--- config.mk ---
export PLATFORM = sky130hd
export DESIGN_NAME = dual_range_mon
export DESIGN_NICKNAME = d
export VERILOG_FILES = /design/src/rtl/dual_range_mon.sv
export SDC_FILE = /design/constraint.sdc
export NUM_CORES = 1
export LEC_CHECK = 0
export ABC_CLOCK_PERIOD_IN_PS = 14100
export BUFFER_PORTS_ARGS = -buffer_cell sky130_fd_sc_hd__buf_2
export CORE_ASPECT_RATIO = 1.5
export CORE_MARGIN = 1.5
export CORE_UTILIZATION = 60
export CTS_CLUSTER_SIZE = 25
export DETAILED_ROUTE_END_ITERATION = 10
export HOLD_SLACK_MARGIN = 0.06
export PLACE_DENSITY = 0.8
export SYNTH_ARGS = -nofsm -noshare
export SYNTH_HDL_FRONTEND = slang
export SYNTH_SLANG_ARGS = --single-unit
--- constraint.sdc ---
create_clock -name clk -period 14.1 [get_ports clk]
set_clock_uncertainty 0.1 [all_clocks]
set_input_delay 1.41 -clock clk [delete_from_list [all_inputs] [get_ports clk]]
set_output_delay 1.41 -clock clk [all_outputs]
set_load 0.01 [all_outputs]
--- src/rtl/dual_range_mon.sv ---
module dual_range_mon #(
  parameter int DW    = 16,
  parameter int GW    = 16,
  parameter int FRAC  = 15,
  parameter int SHIFT = 3
) (
  input  logic          clk,
  input  logic          rst_n,
  input  logic          samp_vld,
  input  logic [DW-1:0] samp,
  input  logic          dr_en_a,
  input  logic          dr_en_b,
  input  logic [DW-1:0] thr,
  input  logic [DW-1:0] hys,
  input  logic [GW-1:0] gain_hi,
  input  logic [DW-1:0] off_hi,
  input  logic [GW-1:0] gain_lo,
  input  logic [DW-1:0] off_lo,
  output logic          res_vld,
  output logic [DW-1:0] res,
  output logic          res_lo
);
  localparam int PW = DW + GW;

  logic          rng_lo;
  logic          en, use_lo, go_lo, go_hi;
  logic [GW-1:0] g;
  logic [DW-1:0] o;
  logic [PW-1:0] prod, scaled;
  logic [PW:0]   sum;
  logic [DW-1:0] sat;

  assign en     = dr_en_a & dr_en_b;
  assign use_lo = en & rng_lo;
  assign g      = use_lo ? gain_lo : gain_hi;
  assign o      = use_lo ? off_lo : off_hi;
  assign prod   = {{GW{1'b0}}, samp} * {{DW{1'b0}}, g};
  assign scaled = use_lo ? (prod >> (FRAC + SHIFT)) : (prod >> FRAC);
  assign sum    = {1'b0, scaled} + {{(PW+1-DW){1'b0}}, o};
  assign sat    = (|sum[PW:DW]) ? {DW{1'b1}} : sum[DW-1:0];

  assign go_lo = ({1'b0, samp} + {1'b0, hys}) < {1'b0, thr};
  assign go_hi = {1'b0, samp} > ({1'b0, thr} + {1'b0, hys});

  always_ff @(posedge clk or negedge rst_n) begin
    if (!rst_n) begin
      rng_lo  <= 1'b0;
      res_vld <= 1'b0;
      res     <= '0;
      res_lo  <= 1'b0;
    end else begin
      res_vld <= samp_vld;
      if (samp_vld) begin
        res    <= sat;
        res_lo <= use_lo;
      end
      if (!en)
        rng_lo <= 1'b0;
      else if (samp_vld)
        rng_lo <= rng_lo ? !go_hi : go_lo;
    end
  end
endmodule


Yosys cells after proc, flatten, opt, wreduce, memory -nomap -nowiden
Cells that the tools add are included.
Storage, ports and cells
  flip-flop bits (word level): 19
  bits in latches: 0
  RAM bits: 0
  memory bits (read-only): 0
  input port bits: 117
  output and inout port bits: 18
  logic and storage cells: 22
  memories: 0
Cells by class
  add/sub/neg operators: 3
  multiply operators: 1
  div/mod/pow operators: 0
  order comparisons: 2
  equal/unequal tests: 1
  shifts and indexed selects: 0
  multiplexer cells: 7
  bitwise logic cells: 2
  reductions and logical operators: 2
Operator list (count)
  16-bit 2-to-1 mux: 3
  16-bit by 16-bit adder with 17-bit output: 2
  16-bit by 16-bit multiplier with 32-bit output: 1
  17-bit by 16-bit adder with 18-bit output: 1
  16-bit by 17-bit greater-than comparator with 1-bit output: 1
  17-bit by 16-bit < comparator with 1-bit output: 1
  17-bit 2-to-1 mux: 1
  17-bit OR reduction: 1
  1-bit 2-to-1 mux: 3
  1-bit bitwise AND: 2
  2-bit inequality test (second input constant): 1
  1-bit zero test: 1

Logic depth before layout (Yosys ltp)
  word-level depth: 8
  mapped depth: 40
  mapped depth without buffers: 36

Worst setup path after synthesis
No wires, ideal clock.
  path type: input port to flip-flop
  start point: input dr_en_a
  end point: register res[1]
  setup time: 0.141 ns
  arrival time: 10.136 ns
  data required time: 13.859 ns
  path slack: 3.723 ns
  stages: 37
  path buffers: 4
  path through: and3_4 -> clkbuf_1 -> clkbuf_1 -> nand2_1 -> nand2_1 -> clkbuf_1 -> nand2_1 -> fa_1 -> inv_1 -> fa_1 -> inv_1 -> fa_1 -> inv_1 -> fa_1 -> fa_1 -> inv_1 -> fa_1 -> inv_1 -> ha_1 -> a21o_1 -> a31o_2 -> nor3_1 -> a31oi_2 -> o22a_4 -> a41o_1 -> a21oi_1 -> xnor2_1 -> o21ai_0 -> ha_1 -> a2111o_1 -> o211ai_1 -> a21oi_1 -> o41a_1 -> o21ai_0 -> nor4b_4 -> buf_6 -> o31ai_2
On the way
  word-level cells in the longest chain between the ends: 8
  elaborated cells between the ends (all ways): 9
  classes of those cells: add/sub (1); mul (1); mux (4); bitwise (2); reduce/logical (1)
Ends and longest elaborated chain
  from (decl): line 11  | input logic dr_en_a,
  1-bit bitwise AND *: line 33  | assign en = dr_en_a & dr_en_b;
  1-bit bitwise AND *: line 34  | assign use_lo = en & rng_lo;
  16-bit 2-to-1 mux: line 35  | assign g = use_lo ? gain_lo : gain_hi;
  16-bit by 16-bit multiplier with 32-bit output: line 37  | assign prod = {{GW{1'b0}}, samp} * {{DW{1'b0}}, g};
  17-bit 2-to-1 mux: line 38  | assign scaled = use_lo ? (prod >> (FRAC + SHIFT)) : (prod >> FRAC);
  17-bit by 16-bit adder with 18-bit output *: line 39  | assign sum = {1'b0, scaled} + {{(PW+1-DW){1'b0}}, o};
  17-bit OR reduction: line 40  | assign sat = (|sum[PW:DW]) ? {DW{1'b1}} : sum[DW-1:0];
  16-bit 2-to-1 mux *: line 40
  to (signal assigned): line 54  | res <= sat;
  to (decl): line 20  | output logic [DW-1:0] res,
Mark *: on every way between the ends. The rest lies on a longest branch, timed or not.
A chain may end at the register's enable or synchronous reset.

Worst setup path after layout
  start point: input dr_en_a
  end point: register res[13]
The elaborated chain is that of the path after synthesis.

==> metrics.csv <==
stage,metric,value,unit
cts,clockBufferDepth,2,
final_layout,design.final.nets,2062,
setup_path,critPathCaptureType,flop,
cts,root_buffer,clkbuf_16,
routing,wl_per_cell,16.9,µm
setup_path,cp_common_cell,fa_1,
global_routing,grt_pass1_vias,11000,
final_layout,mostFrequentLayoutCell,inv_1,
timing,final_max_slew_viol_count,0,
placed_design,place_congestion,0.946,
synth,synth_cell_types,69,
cts,cts_max_level,1,
floorplanning,die-height,178,µm
run,drv_cap,0,
timing,setup_viol_count_final,0,
setup_path,path_max_fanout,49,
timing,relSlewSlack,32.1,%
cts,cts_tree,yes,
final_layout,fill_cells,1676,
placed_design,dp_hpwl,25.7,mm
run_status,status,"finished, final reports clean",
hold_path,hold_start,res[7],
floorplanning,io_pins,135,
cts,cts_resized,0,
global_routing,grt_pass1_wl,51.1,mm
setup_path,cp.arrival,11170,ps
placed_design,port_buffers,134,
setup_path,required,14100,ps
routing,wl,31.0,mm
cts,cts_hold_buf,0,
synth,ys_warn_count,0,
floorplanning,core_area,0.0203,mm²
setup_path,crit_slowest_cell,nor4b_4,
cts,numCtsBuffers,3,
synth,synth_seq_area_share,3.86,%
final_layout,drive_gt1_share,10.9,%
synth,synth_flop_cell,dfrtp_1,
floorplanning,dieArea,0.0214,mm²
timing,grt_setup_unrepaired,no,
routing,dr.pass1.iters,5,
setup_path,critPathMaxStageDelay,860,ps
setup_path,critPathKind,in2reg,
timing,hold_slack,409,ps
final_layout,area_growth,7.51,%
cts,postCtsSetupRepairBufs,0,
timing,timing.final.crit_share,79.2,%
global_routing,grt_util_all_layers,29.9,%
synth,syn_area,0.0123,mm²
floorplanning,rows,64,
global_routing,grt_overflow_total,0,
setup_path,crit_path_start_kind,primary input,
final_layout,seqCellArea,475,µm²
final_layout,final_util,65.3,%
routing,initialDrtViolationCount,490,
floorplanning,initial_core_util,60.7,%
cts,cts.sinks,19,
final_layout,final_cell_mix,"266 x inv_1, 249 x nand2_1, 196 x fa_1, 180 x ha_1, 134 x buf_2",
setup_path,startpoint,dr_en_a,
final_layout,antenna_cells,0,
synth,synth_edf_count,0,
timing,min_period,11170,ps
routing,antenna_left,0,
cts,clk_latency,250,ps
routing,drc,0,
global_routing,grt_max_degree,50,
routing,vias_per_cell,5.73,
global_routing,antenna_found_initial,0,
synth,async_flop_share,100,%
synth,syn-num-nets,1967,
final_layout,multiInputGateArea,0.0106,mm²
cts,clk_pin_slew_worst_paths,60,ps
routing,vias,10500,
synth,syn_inst,1474,
timing,tightestPinTransition,1010,ps
synth,avgSynthCellArea,8.35,µm²
hold_path,worst_hold_path_type,reg2reg,
timing,hold_violations,0,
floorplanning,die_w,120,µm
setup_path,rr_startpoint,rng_lo,
timing,max_freq,89.5,MHz
timing,final.setup.tns,0,ps
synth,ys_seq_elements,19,
area by class of cell:
cell class	instances	area share, %
multi-input combinational	1140	80.4
sequential	19	3.59
clock inverter	1	0.0378
inverter	267	7.57
clock buffer	3	0.567
timing repair buffer	138	5.30
tap	264	2.50
worst max-delay path, delay by kind of cell:
kind,cells,cell delay [ps]
adder cells (fa/ha/maj),8,3660
AO/OA/AOI/OAI,13,3160
AND/OR/NAND/NOR,6,2400
buffers and inverters,6,370
XOR/XNOR,1,160
cells in the mapped netlist, types with 5 or more instances:
master	n	share of area, %
ha_1	180	18
xor2_1	15	1.1
a2111oi_0	5	0.36
dfrtp_1	19	3.9
o31ai_2	10	1.0
xnor2_1	33	2.3
and2_1	78	4.0
nand2b_1	12	0.61
nor2_1	38	1.2
o21a_1	10	0.61
nand4_1	7	0.36
a21o_1	28	1.7
nor2b_1	50	2.5
nand2_1	249	7.6
nor3_1	18	0.73
mux2i_1	12	0.98
o21bai_1	10	0.61
a21oi_1	43	1.7
o31ai_1	7	0.43
and3_1	5	0.25
inv_1	266	8.1
nand3_1	14	0.57
o211ai_1	6	0.37
o21ai_0	50	2.0
clkbuf_1	42	1.3
fa_1	196	32
per-layer routing:
metal  track usage [%]  vias up  wire, µm
met3              2.37      116      1380
met1              33.0     5104     11400
met4              13.9        0      1640
met5                 0        -         0
met2              57.5      362     16600
li1                  -     4908         -
worst paths after layout:
check	endpoint	slack, ps	depth (start not counted)
max	res[13]	2930	34
min	res[7]	410	2
max reg2reg	res[13]	3800	33
min reg2reg	res[7]	410	2
max in group asynchronous	res_lo	12610	1
min in group asynchronous	res_vld	990	1
cell families (layout without fill, tap and decap cells):
| logic type | count (synthesis) | in the layout | synth area share, % |
|---|---|---|---|
| simple gates | 488 | 488 | 19.0 |
| fa+ha+maj | 376 | 376 | 50.2 |
| buf+inv | 315 | 409 | 9.70 |
| compound gates | 213 | 213 | 12.5 |
| xor+xnor | 48 | 48 | 3.42 |
| flops | 19 | 19 | 3.86 |
| mux | 15 | 15 | 1.31 |
metrics by stage:
stage	setup slack (ps)	cells	area, µm²
2_1_floorplan	3720	1474	12300
3_3_place_gp	2990	1828	13200
3_5_place_dp	2710	1828	13200
4_1_cts	2960	1832	13200
5_1_grt	2400	1832	13200
6_report	2930	1832	13200
state kept, by name (all words and copies together), names as in the netlist:
name	count
res_lo	1
res	16
rng_lo	1
res_vld	1
Power is left out: the tool's default activity adds up to more than one toggle a clock period on the data nets, which glitch-free logic cannot reach.
